$ cat src/rtl/uart_fifo_pair.sv
module uart_fifo_pair #(
  parameter int DEPTH = 32,
  parameter int W = 8,
  localparam int AW = $clog2(DEPTH),
  localparam int CW = AW + 1
) (
  input  logic          clk,
  input  logic          rst_n,
  input  logic          cfg_we,
  input  logic [7:0]    cfg_wdata,
  input  logic          xfeat_en,
  input  logic          tx_push,
  input  logic [W-1:0]  tx_pdata,
  input  logic          tx_pop,
  output logic [W-1:0]  tx_rdata,
  output logic [CW-1:0] tx_count,
  output logic          tx_full,
  output logic          tx_empty,
  output logic          tx_trig,
  output logic          tx_ovr,
  input  logic          rx_push,
  input  logic [W-1:0]  rx_pdata,
  input  logic          rx_pop,
  output logic [W-1:0]  rx_rdata,
  output logic [CW-1:0] rx_count,
  output logic          rx_full,
  output logic          rx_empty,
  output logic          rx_trig,
  output logic          rx_ovr
);

  logic       fifo_on;
  logic [1:0] rx_sel, tx_sel;
  logic       unused_bits;

  assign unused_bits = cfg_wdata[3];

  always_ff @(posedge clk) begin
    if (!rst_n) begin
      fifo_on <= 1'b0;
      rx_sel  <= 2'b00;
      tx_sel  <= 2'b00;
    end else if (cfg_we) begin
      fifo_on <= cfg_wdata[0];
      tx_sel  <= cfg_wdata[5:4];
      rx_sel  <= cfg_wdata[7:6];
    end
  end

  logic          flip;
  logic [CW-1:0] cap, tx_lvl, rx_lvl;

  assign flip = cfg_we && (cfg_wdata[0] != fifo_on);
  assign cap  = fifo_on ? CW'(DEPTH) : CW'(1);

  always_comb begin
    if (!fifo_on)       tx_lvl = CW'(1);
    else if (!xfeat_en) tx_lvl = CW'(DEPTH / 2);
    else begin
      case (tx_sel)
        2'b00:   tx_lvl = CW'(DEPTH / 2);
        2'b01:   tx_lvl = CW'(DEPTH / 4);
        2'b10:   tx_lvl = CW'(3 * DEPTH / 4);
        default: tx_lvl = CW'(DEPTH - 2);
      endcase
    end
  end

  always_comb begin
    if (!fifo_on) rx_lvl = CW'(1);
    else begin
      case (rx_sel)
        2'b00:   rx_lvl = CW'(DEPTH / 4);
        2'b01:   rx_lvl = CW'(DEPTH / 2);
        2'b10:   rx_lvl = CW'(3 * DEPTH / 4);
        default: rx_lvl = CW'(DEPTH - 4);
      endcase
    end
  end

  for (genvar p = 0; p < 2; p++) begin : g_path
    logic          push, pop, clr, do_push, do_pop, ovr;
    logic [W-1:0]  din, dout;
    logic [W-1:0]  mem [DEPTH];
    logic [AW-1:0] wp, rp;
    logic [CW-1:0] cnt;

    assign push    = (p == 0) ? tx_push  : rx_push;
    assign pop     = (p == 0) ? tx_pop   : rx_pop;
    assign din     = (p == 0) ? tx_pdata : rx_pdata;
    assign clr     = cfg_we && (((p == 0) ? cfg_wdata[2] : cfg_wdata[1]) || flip);
    assign do_pop  = pop && (cnt != '0);
    assign do_push = push && ((cnt < cap) || do_pop);

    always_ff @(posedge clk) begin
      if (do_push && !clr) mem[wp] <= din;
    end

    always_ff @(posedge clk) begin
      if (!rst_n) begin
        wp   <= '0;
        rp   <= '0;
        cnt  <= '0;
        ovr  <= 1'b0;
        dout <= '0;
      end else if (clr) begin
        wp  <= '0;
        rp  <= '0;
        cnt <= '0;
        ovr <= 1'b0;
      end else begin
        if (do_push) wp <= wp + 1'b1;
        if (do_pop) begin
          dout <= mem[rp];
          rp   <= rp + 1'b1;
        end
        cnt <= cnt + CW'(do_push) - CW'(do_pop);
        if (push && !do_push) ovr <= 1'b1;
      end
    end
  end

  assign tx_count = g_path[0].cnt;
  assign tx_rdata = g_path[0].dout;
  assign tx_ovr   = g_path[0].ovr;
  assign rx_count = g_path[1].cnt;
  assign rx_rdata = g_path[1].dout;
  assign rx_ovr   = g_path[1].ovr;

  assign tx_full  = (tx_count == cap);
  assign tx_empty = (tx_count == '0);
  assign tx_trig  = ((cap - tx_count) >= tx_lvl);
  assign rx_full  = (rx_count == cap);
  assign rx_empty = (rx_count == '0);
  assign rx_trig  = (rx_count >= rx_lvl);

endmodule

$ cat config.mk
export PLATFORM = sky130hd
export DESIGN_NAME = uart_fifo_pair
export DESIGN_NICKNAME = d
export VERILOG_FILES = /design/src/rtl/uart_fifo_pair.sv
export SDC_FILE = /design/constraint.sdc
export NUM_CORES = 1
export LEC_CHECK = 0
export CORE_ASPECT_RATIO = 1.1
export CORE_UTILIZATION = 50
export DETAILED_ROUTE_END_ITERATION = 10
export GPL_TIMING_DRIVEN = 0
export PLACE_DENSITY = 0.67
export SLEW_MARGIN = 20
export SYNTH_ARGS = -nofsm -noshare
export SYNTH_HDL_FRONTEND = slang
export SYNTH_SLANG_ARGS = --single-unit
$ cat constraint.sdc
create_clock -name clk -period 6.7 [get_ports clk]
set_clock_uncertainty 0.15 [all_clocks]
set_input_delay 0.67 -clock clk [delete_from_list [all_inputs] [get_ports clk]]
set_output_delay 0.67 -clock clk [all_outputs]
set_load 0.02 [all_outputs]
# After elaboration in Yosys (flattened, before gate mapping)
# Memories as Yosys holds them, arrays and structs flattened. A register that Yosys moved wholly into a read port is not among the register bits.
# Index checks and enable logic that the tools add are counted.
dict set report op_classes {
  bitwise_logic 3
  muxes 10
  n_lt_le_gt_ge 4
  eq_ne 7
  n_addsub 9
  reduce_logical 31
}
# cell count
set ops {}
lappend ops {{case mux 5 bit (3 select lines)} 2}
lappend ops {{adder 5 x 1 -> 5 bit, second input constant} 4}
lappend ops {{two-way mux 5 bit} 3}
lappend ops {{adder 6 x 1 -> 6 bit} 2}
lappend ops {{== test 6 bit} 2}
lappend ops {{greater-or-equal comparator 6 bit} 2}
lappend ops {{zero test 6 bit} 2}
lappend ops {{< comparator 6 bit} 2}
lappend ops {{nonzero test 6 bit} 2}
lappend ops {{subtractor 6 x 1 -> 6 bit} 2}
lappend ops {{logical AND 1 bit} 11}
lappend ops {{zero test 1 bit} 6}
lappend ops {{two-way mux 6 bit} 1}
lappend ops {{subtractor 6 bit} 1}
lappend ops {{== test 2 x 1 -> 1 bit, second input constant} 2}
lappend ops {{== test 2 bit, second input constant} 2}
lappend ops {{zero test 2 bit} 2}
lappend ops {{logical OR 1 bit} 4}
lappend ops {{two-way mux 1 bit} 4}
lappend ops {{AND reduction 2 bit} 2}
lappend ops {{OR reduction 2 bit} 2}
lappend ops {{inverter 1 bit} 3}
lappend ops {{inequality test 1 bit} 1}
dict set report word_totals {
  register_bits 39
  mem_bits_rw 512
  n_memories 2
  output_inout_bits 36
}
# memory depth width read_ports rd_clocked_by_memory_dff wr line_no
set mem_list {}
lappend mem_list {{g_path[0].mem} 32 8 1 1 1 84} ;# logic [W-1:0] mem [DEPTH];
lappend mem_list {{g_path[1].mem} 32 8 1 1 1 84}

# Longest topological paths before layout
# Gate-level depths: netlist of run 1.
dict set report logic_depth {
  word_depth 8
  mapped_depth 17
  mapped_depth_nobuf 16
}

# Worst setup path before layout of run 1
# No wires, ideal clock.
dict set report synth_path {
  path_kind {flip-flop to flip-flop}
  startpoint {reg g_path[0].cnt[2], in the netlist tx_count[2]}
  endpoint {reg g_path[0].cnt[4], in the netlist tx_count[4]}
  path_stages_with_launch 14
  t_arrival_ns 3.058
  synth_period_minus_slack_ns 3.336
  n_path_buf 0
  slack_ns 3.364
  setup_time_ns 0.128
  path_cell_list {dfxtp_1 -> inv_1 -> ha_1 -> nor4bb_1 -> nand2b_1 -> nand2_1 -> o21ai_0 -> ha_1 -> inv_1 -> fa_1 -> o21bai_1 -> a21oi_1 -> xnor2_1 -> nor2_1}
}
dict set report synth_via {
  elab_chain_len 6
}
# item line_no
set synth_lines {}
lappend synth_lines {{start: declaration} 86} ;# logic [CW-1:0] cnt;
lappend synth_lines {{start signal: assignment} 117} ;# cnt <= cnt + CW'(do_push) - CW'(do_pop);
lappend synth_lines {{branches (longest 5 deep; another with < comparator 6 bit)} -}
lappend synth_lines {{subtractor 6 x 1 -> 6 bit (*)} 117}
# Mark *: on every way between the ends.
# A chain may end at the register's enable or synchronous reset.

# Worst setup path after layout of run 1
dict set report layout_path {
  startpoint {reg g_path[0].cnt[0], in the netlist tx_count[0]}
  endpoint {out tx_trig}
}
dict set report layout_via {
  elab_chain_len 2
}
# item line_no
set layout_lines {}
lappend layout_lines {{subtractor 6 bit} 132} ;# assign tx_trig = ((cap - tx_count) >= tx_lvl);
lappend layout_lines {{greater-or-equal comparator 6 bit} 132}
lappend layout_lines {{end: declaration} 19} ;# output logic tx_trig,
# No other way between the ends.

==> results.yml, run 1 <==
pwr:
  total_leakage_power_nw: 8.10
  ir_worst_vdd_mv: 0.237
  p_per_area_nw_per_um2: 330
routing:
  drc: 0
  drt_iter0_markers: 907
  drt-pass1-iter-count: 5
  wl_per_cell_um: 24.5
  wirelength_um: 49100
  ant_nets: 0
  num_vias: 11705
  viasPerCell: 5.83
timing:
  period_share: 0.561
  setup_viol: 0
  holdWs_ns: 0.328
  rsz0062_at_grt: "no"
  setup-tns-final_ns: 0
  hold_viol: 0
  max_freq_mhz: 266
  max-slew-margin-rel: 0.323
  min_period_ns: 3.76
  maxSlewViolCount: 0
  worst_slew_pin_slew_ns: 1.01
synthesis:
  yosysTopAreaCell: "edfxtp_1"
  synth_area_sq_um: 22800
  synth_top_area_frac: 0.674
  synth.area.top_cells: "edfxtp_1 67%, mux4_2 8.7%, dfxtp_1 4.8%, mux2i_1 3.4%, ha_1 2.2%"
  synth_commonest_cells: "512 x edfxtp_1, 107 x nor2_1, 88 x mux4_2, 78 x mux2i_1, 55 x dfxtp_1"
  synth_seq_cells: 567
  synth.most_common_cell: "edfxtp_1"
  synth_cell_types: 52
  syn_avg_cell_area_sq_um: 18.1
  ys.flop_type: "edfxtp_1"
  synth_nets: 1332
  synth_seq_area_share: 0.723
  synth_cells: 1258
  ys_warn_count: 0
  async_flop_share: 0
  synth_edf_count: 512
clock_network:
  hold_buffers: 0
  cts_resized: 0
  cts_tree: "built"
  cts-htree-levels: 2
  cts_buffers: 55
  postCtsSetupRepairBufs: 0
  cts.sinks: 567
  cts_root_buffer: "clkbuf_16"
  clk_path_buf_depth: 3
  path_clk_slew_ns: 0.06
  worstSkewPairLatency_ns: 0.60
floorplan:
  dieArea_sq_um: 46500
  fp.dieW_um: 206
  core_sq_um: 44700
  placement_rows: 81
  dieHeight_um: 226
  start_util: 0.510
  io_pins: 68
global_routing:
  grt_antenna_before_repair: 0
  grt-ovfl-total: 0
  grtUsageMet2: 0.382
  grtUsageMet1: 0.279
  grt_pass1_vias: 12025
  global_route.usage.met3: 0.0355
  grt_busiest_layer: "met2"
  grt_start_max_net_pins: 33
  grt_first_pass_wirelength_um: 73700
  grt.total_usage: 0.219
setup_path:
  required_ns: 5.88
  critPathKind: "reg -> out"
  cp-start-kind: "flop"
  arrival_ns: 2.94
  critPathMaxFanout: 5
  reg2reg_slack_ns: 3.04
  r2r_cells: 8
  worstSetupEndpointType: "primary output"
layout:
  area_delta_synth_final_pct: 13.0
  drive_above_1_share: 0.153
  final_nets: 1454
  regArea_sq_um: 16500
  multi_input_area_sq_um: 5870
  antenna_cells: 0
  nFillCells: 3410
placed_design:
  numPortBuffers: 65
  hpwl_um: 31600
  place_congestion: 0.811
outcome:
  outcome: "finished clean"
run:
  maxCapViolations: 0
hold_path:
  holdCritPathClass: "reg -> reg"
  hold_depth: 2
==> placed cells by master (no fill, tap or decap), drive strengths merged, types with 13 or more instances in the layout <==
master	Yosys	final
inv	25	26
a2111oi	16	16
mux2i	78	78
mux4	96	96
a21oi	42	42
clkbuf	32	102
edfxtp	512	512
buf	30	46
nand3	14	14
o21ai	13	13
dfxtp	55	55
nor2	107	107
o221ai	14	14
nor2b	13	13
ha	40	40
xor2	15	15
a22o	28	28
o22ai	16	16
nand2	25	25
xnor2	14	14
clkinv	0	29
a22oi	14	14
clkdlybuf4s50	0	49
==> flip-flops by register name, indices dropped and copies added, names as in the netlist <==
| name | flops |
|---|---|
| tx_rdata | 8 |
| tx_ovr | 1 |
| g_path.mem | 512 |
| rx_sel | 2 |
| g_path.rp | 10 |
| rx_rdata | 8 |
| rx_ovr | 1 |
| tx_count | 6 |
| g_path.wp | 10 |
| tx_sel | 2 |
| rx_count | 6 |
| fifo_on | 1 |
==> worst max-delay path: stages (launching register included) <==
cell and delay, ns:
dfxtp_1 0.46, ha_1 0.22, inv_1 0.05, ha_1 0.22, xnor2_1 0.15, ha_1 0.27, nor2b_1 0.11, o21ai_0 0.08
a21oi_1 0.15, clkdlybuf4s50_1 0.65
==> power by group <==
part,internal (mW),switching [mW]
combinational,0.743,0.881
clock,1.58,1.28
sequential,3.94,0.0648
total,6.27,2.23
==> through the flow <==
| step | cells | setup slack, ns | total power, mW | util | cell area [sq um] |
|---|---|---|---|---|---|
| after floorplan | 1258 | 3.36 | 5.18 | - | 22800 |
| after global placement | 1904 | 2.94 | 5.71 | 0.541 | 24200 |
| after detailed placement | 1904 | 2.87 | 5.73 | 0.540 | 24100 |
| after CTS | 2007 | 2.86 | 8.58 | 0.577 | 25800 |
| after global routing | 2007 | 2.74 | 8.83 | 0.576 | 25800 |
| final | 2007 | 2.94 | 8.50 | 0.576 | 25800 |
==> cell families after synthesis <==
kind of cell    Yosys count  share of synthesized area
xor+xnor                 29                     0.0111
mux                     174                      0.130
simple gates            199                     0.0409
compound gates          160                     0.0513
buf+inv                  87                     0.0199
fa+ha+maj                42                     0.0237
flops                   567                      0.723
==> worst paths after layout <==
path	from	endpoint
worst max-delay path	tx_count[0]$_SDFF_PP0_	tx_trig
worst min-delay path	rx_rdata[0]$_SDFFE_PN0P_	rx_rdata[0]$_SDFFE_PN0P_
worst max register to register	fifo_on$_SDFFE_PN0P_	g_path[0].mem[3][1]$_DFFE_PP_
worst min register to register	rx_rdata[0]$_SDFFE_PN0P_	rx_rdata[0]$_SDFFE_PN0P_
==> cell type report <==
type,instances,share of cell area
tap,581,0.0282
timing repair buffer,65,0.0222
multi-input combinational,604,0.228
inverter,25,0.00364
sequential,567,0.640
clock buffer,70,0.0568
clock inverter,33,0.00758
buffer,62,0.0140
==> per-layer routing <==
metal,vias to the layer above,part of all wire
met4,0,0.027
met5,-,0
li1,5287,-
met2,341,0.52
met1,5996,0.41
met3,81,0.051
Power figures use the tool's default switching activity.
==> run 2, diff against run 1 <==
clock period = 3.7 ns   (was 6.7 ns; I/O delays follow)
==> results.yml, run 2 (synthesized netlist as in run 1, its figures left out) <==
outcome:
  outcome: "finished clean"
layout:
  area_delta_synth_final_pct: 13.4
  reg_top3: "g_path.mem x512, g_path.rp x10, g_path.wp x10"
  final_nets: 1454
  stdcell_area_sq_um: 25900
  final_common_cell: "edfxtp_1"
  multi_input_area_sq_um: 5970
  finalNonFillerCells: 2007
  drive_above_1_share: 0.182
  antenna_cells: 0
  layout_common_cells: "512 x edfxtp_1, 88 x mux4_2, 78 x mux2i_1, 66 x nor2_1, 56 x clkbuf_16"
  nFillCells: 3403
  regArea_sq_um: 16500
  largest_reg_flops: 512
  top_register: "g_path.mem"
routing:
  drc: 0
  num_vias: 11697
  ant_nets: 0
  drt_iter0_markers: 861
  wl_per_cell_um: 24.6
  drt-pass1-iter-count: 5
  viasPerCell: 5.83
  wirelength_um: 49300
setup_path:
  r2r_cells: 9
  critPathMaxFanout: 10
  r2r_end: "g_path[1].mem[22][2]$_DFFE_PP_"
  arrival_ns: 3.74
  required_ns: 3.76
  crit_start: "fifo_on$_SDFFE_PN0P_"
  reg2reg_slack_ns: 0.03
  worstSetupEndpointType: "flop"
  cp-start-kind: "flop"
  r2r_start: "fifo_on$_SDFFE_PN0P_"
  endpoint: "g_path[1].mem[22][2]$_DFFE_PP_"
  critPathKind: "reg -> reg"
run:
  maxCapViolations: 0
floorplan:
  fp.dieW_um: 206
  io_pins: 68
  core_sq_um: 44700
  dieHeight_um: 226
  placement_rows: 81
  dieArea_sq_um: 46500
  start_util: 0.510
global_routing:
  grt_first_pass_wirelength_um: 73700
  grt_start_max_net_pins: 33
  grt.total_usage: 0.219
  grt_antenna_before_repair: 0
  grt-ovfl-total: 0
  grt_pass1_vias: 12025
timing:
  setup-tns-final_ns: 0
  setup_viol: 0
  period_share: 0.993
  max-slew-margin-rel: 0.335
  holdWs_ns: 0.135
  hold_viol: 0
  maxSlewViolCount: 0
  rsz0062_at_grt: "yes"
  worst_slew_pin_slew_ns: 0.996
  min_period_ns: 3.67
  max_freq_mhz: 272
clock_network:
  cts_tree: "built"
  postCtsSetupRepairBufs: 0
  clk_path_buf_depth: 3
  cts.sinks: 567
  cts_buffers: 55
  cts-htree-levels: 2
  cts_resized: 0
  path_clk_slew_ns: 0.07
  worstSkewPairLatency_ns: 0.60
  cts_root_buffer: "clkbuf_16"
  hold_buffers: 0
placed_design:
  dp_cells: 1904
  post_dp_cell_area_sq_um: 24100
  hpwl_um: 31600
  place_congestion: 0.811
  numPortBuffers: 65
hold_path:
  holdCritPathClass: "in -> reg"
pwr:
  ir_worst_vdd_mv: 0.428
  p_per_area_nw_per_um2: 596
  total_leakage_power_nw: 8.10
## run 2: cell counts in the layout (fill, tap and decap cells not counted)
No cell type changed its count.
## run 2: worst min path at each step
stage / startpoint / endpoint / cells past startpoint
finish: rx_pdata[0] / g_path[1].mem[25][0]$_DFFE_PP_ / 1
global route: rx_pdata[0] / g_path[1].mem[6][0]$_DFFE_PP_ / 1
CTS: cfg_we / tx_sel[0]$_SDFFE_PN0P_ / 3
detailed placement: tx_rdata[5]$_SDFFE_PN0P_ / tx_rdata[5]$_SDFFE_PN0P_ / 1
global placement: tx_ovr$_SDFFE_PP0P_ / tx_ovr$_SDFFE_PP0P_ / 2
floorplan: tx_pdata[0] / g_path[0].mem[0][0]$_DFFE_PP_ / 0
## run 2: per-layer routing
metal / global-route usage / share of wire
met1: 0.279 / 0.41
met2: 0.382 / 0.52
met3: 0.0355 / 0.049
met4: 0.0679 / 0.025
met5: 0 / 0
## run 2: area by class of cell
class | instances | share of cell area
clock buffers | 70 | 0.0566
multi-input cells | 604 | 0.231
flip-flops and latches | 567 | 0.637
clock inverters | 33 | 0.00755
inverters | 25 | 0.00363
repair buffers | 65 | 0.0221
well taps | 581 | 0.0281
plain buffers | 62 | 0.0140
## run 2: critical path, stage by stage (launching register included)
cell      delay, ns
dfxtp_1        0.34
buf_2          0.19
inv_1          0.13
ha_1           0.16
nand2b_1       0.07
a211o_1        0.30
a21oi_2        0.26
o21a_1         0.28
nand3_1        0.47
nor2_1         0.93
## run 2: report_power, final
group | switching (mW) | internal [mW] | leakage [nW]
Combinational | 1.61 | 1.35 | 2.24
Clock | 2.33 | 2.86 | 0.813
Sequential | 0.118 | 7.14 | 5.05
## run 2: through the flow
| step | power (mW) | util | setup WS [ns] |
|---|---|---|---|
| 4_1_cts | 15.5 | 0.577 | 0.00509 |
| 2_1_floorplan | 9.38 | - | 0.364 |
| 5_1_grt | 16.0 | 0.579 | -0.211 |
| 3_5_place_dp | 10.4 | 0.540 | 0.0181 |
| 6_report | 15.4 | 0.579 | 0.0256 |
| 3_3_place_gp | 10.3 | 0.541 | 0.0640 |
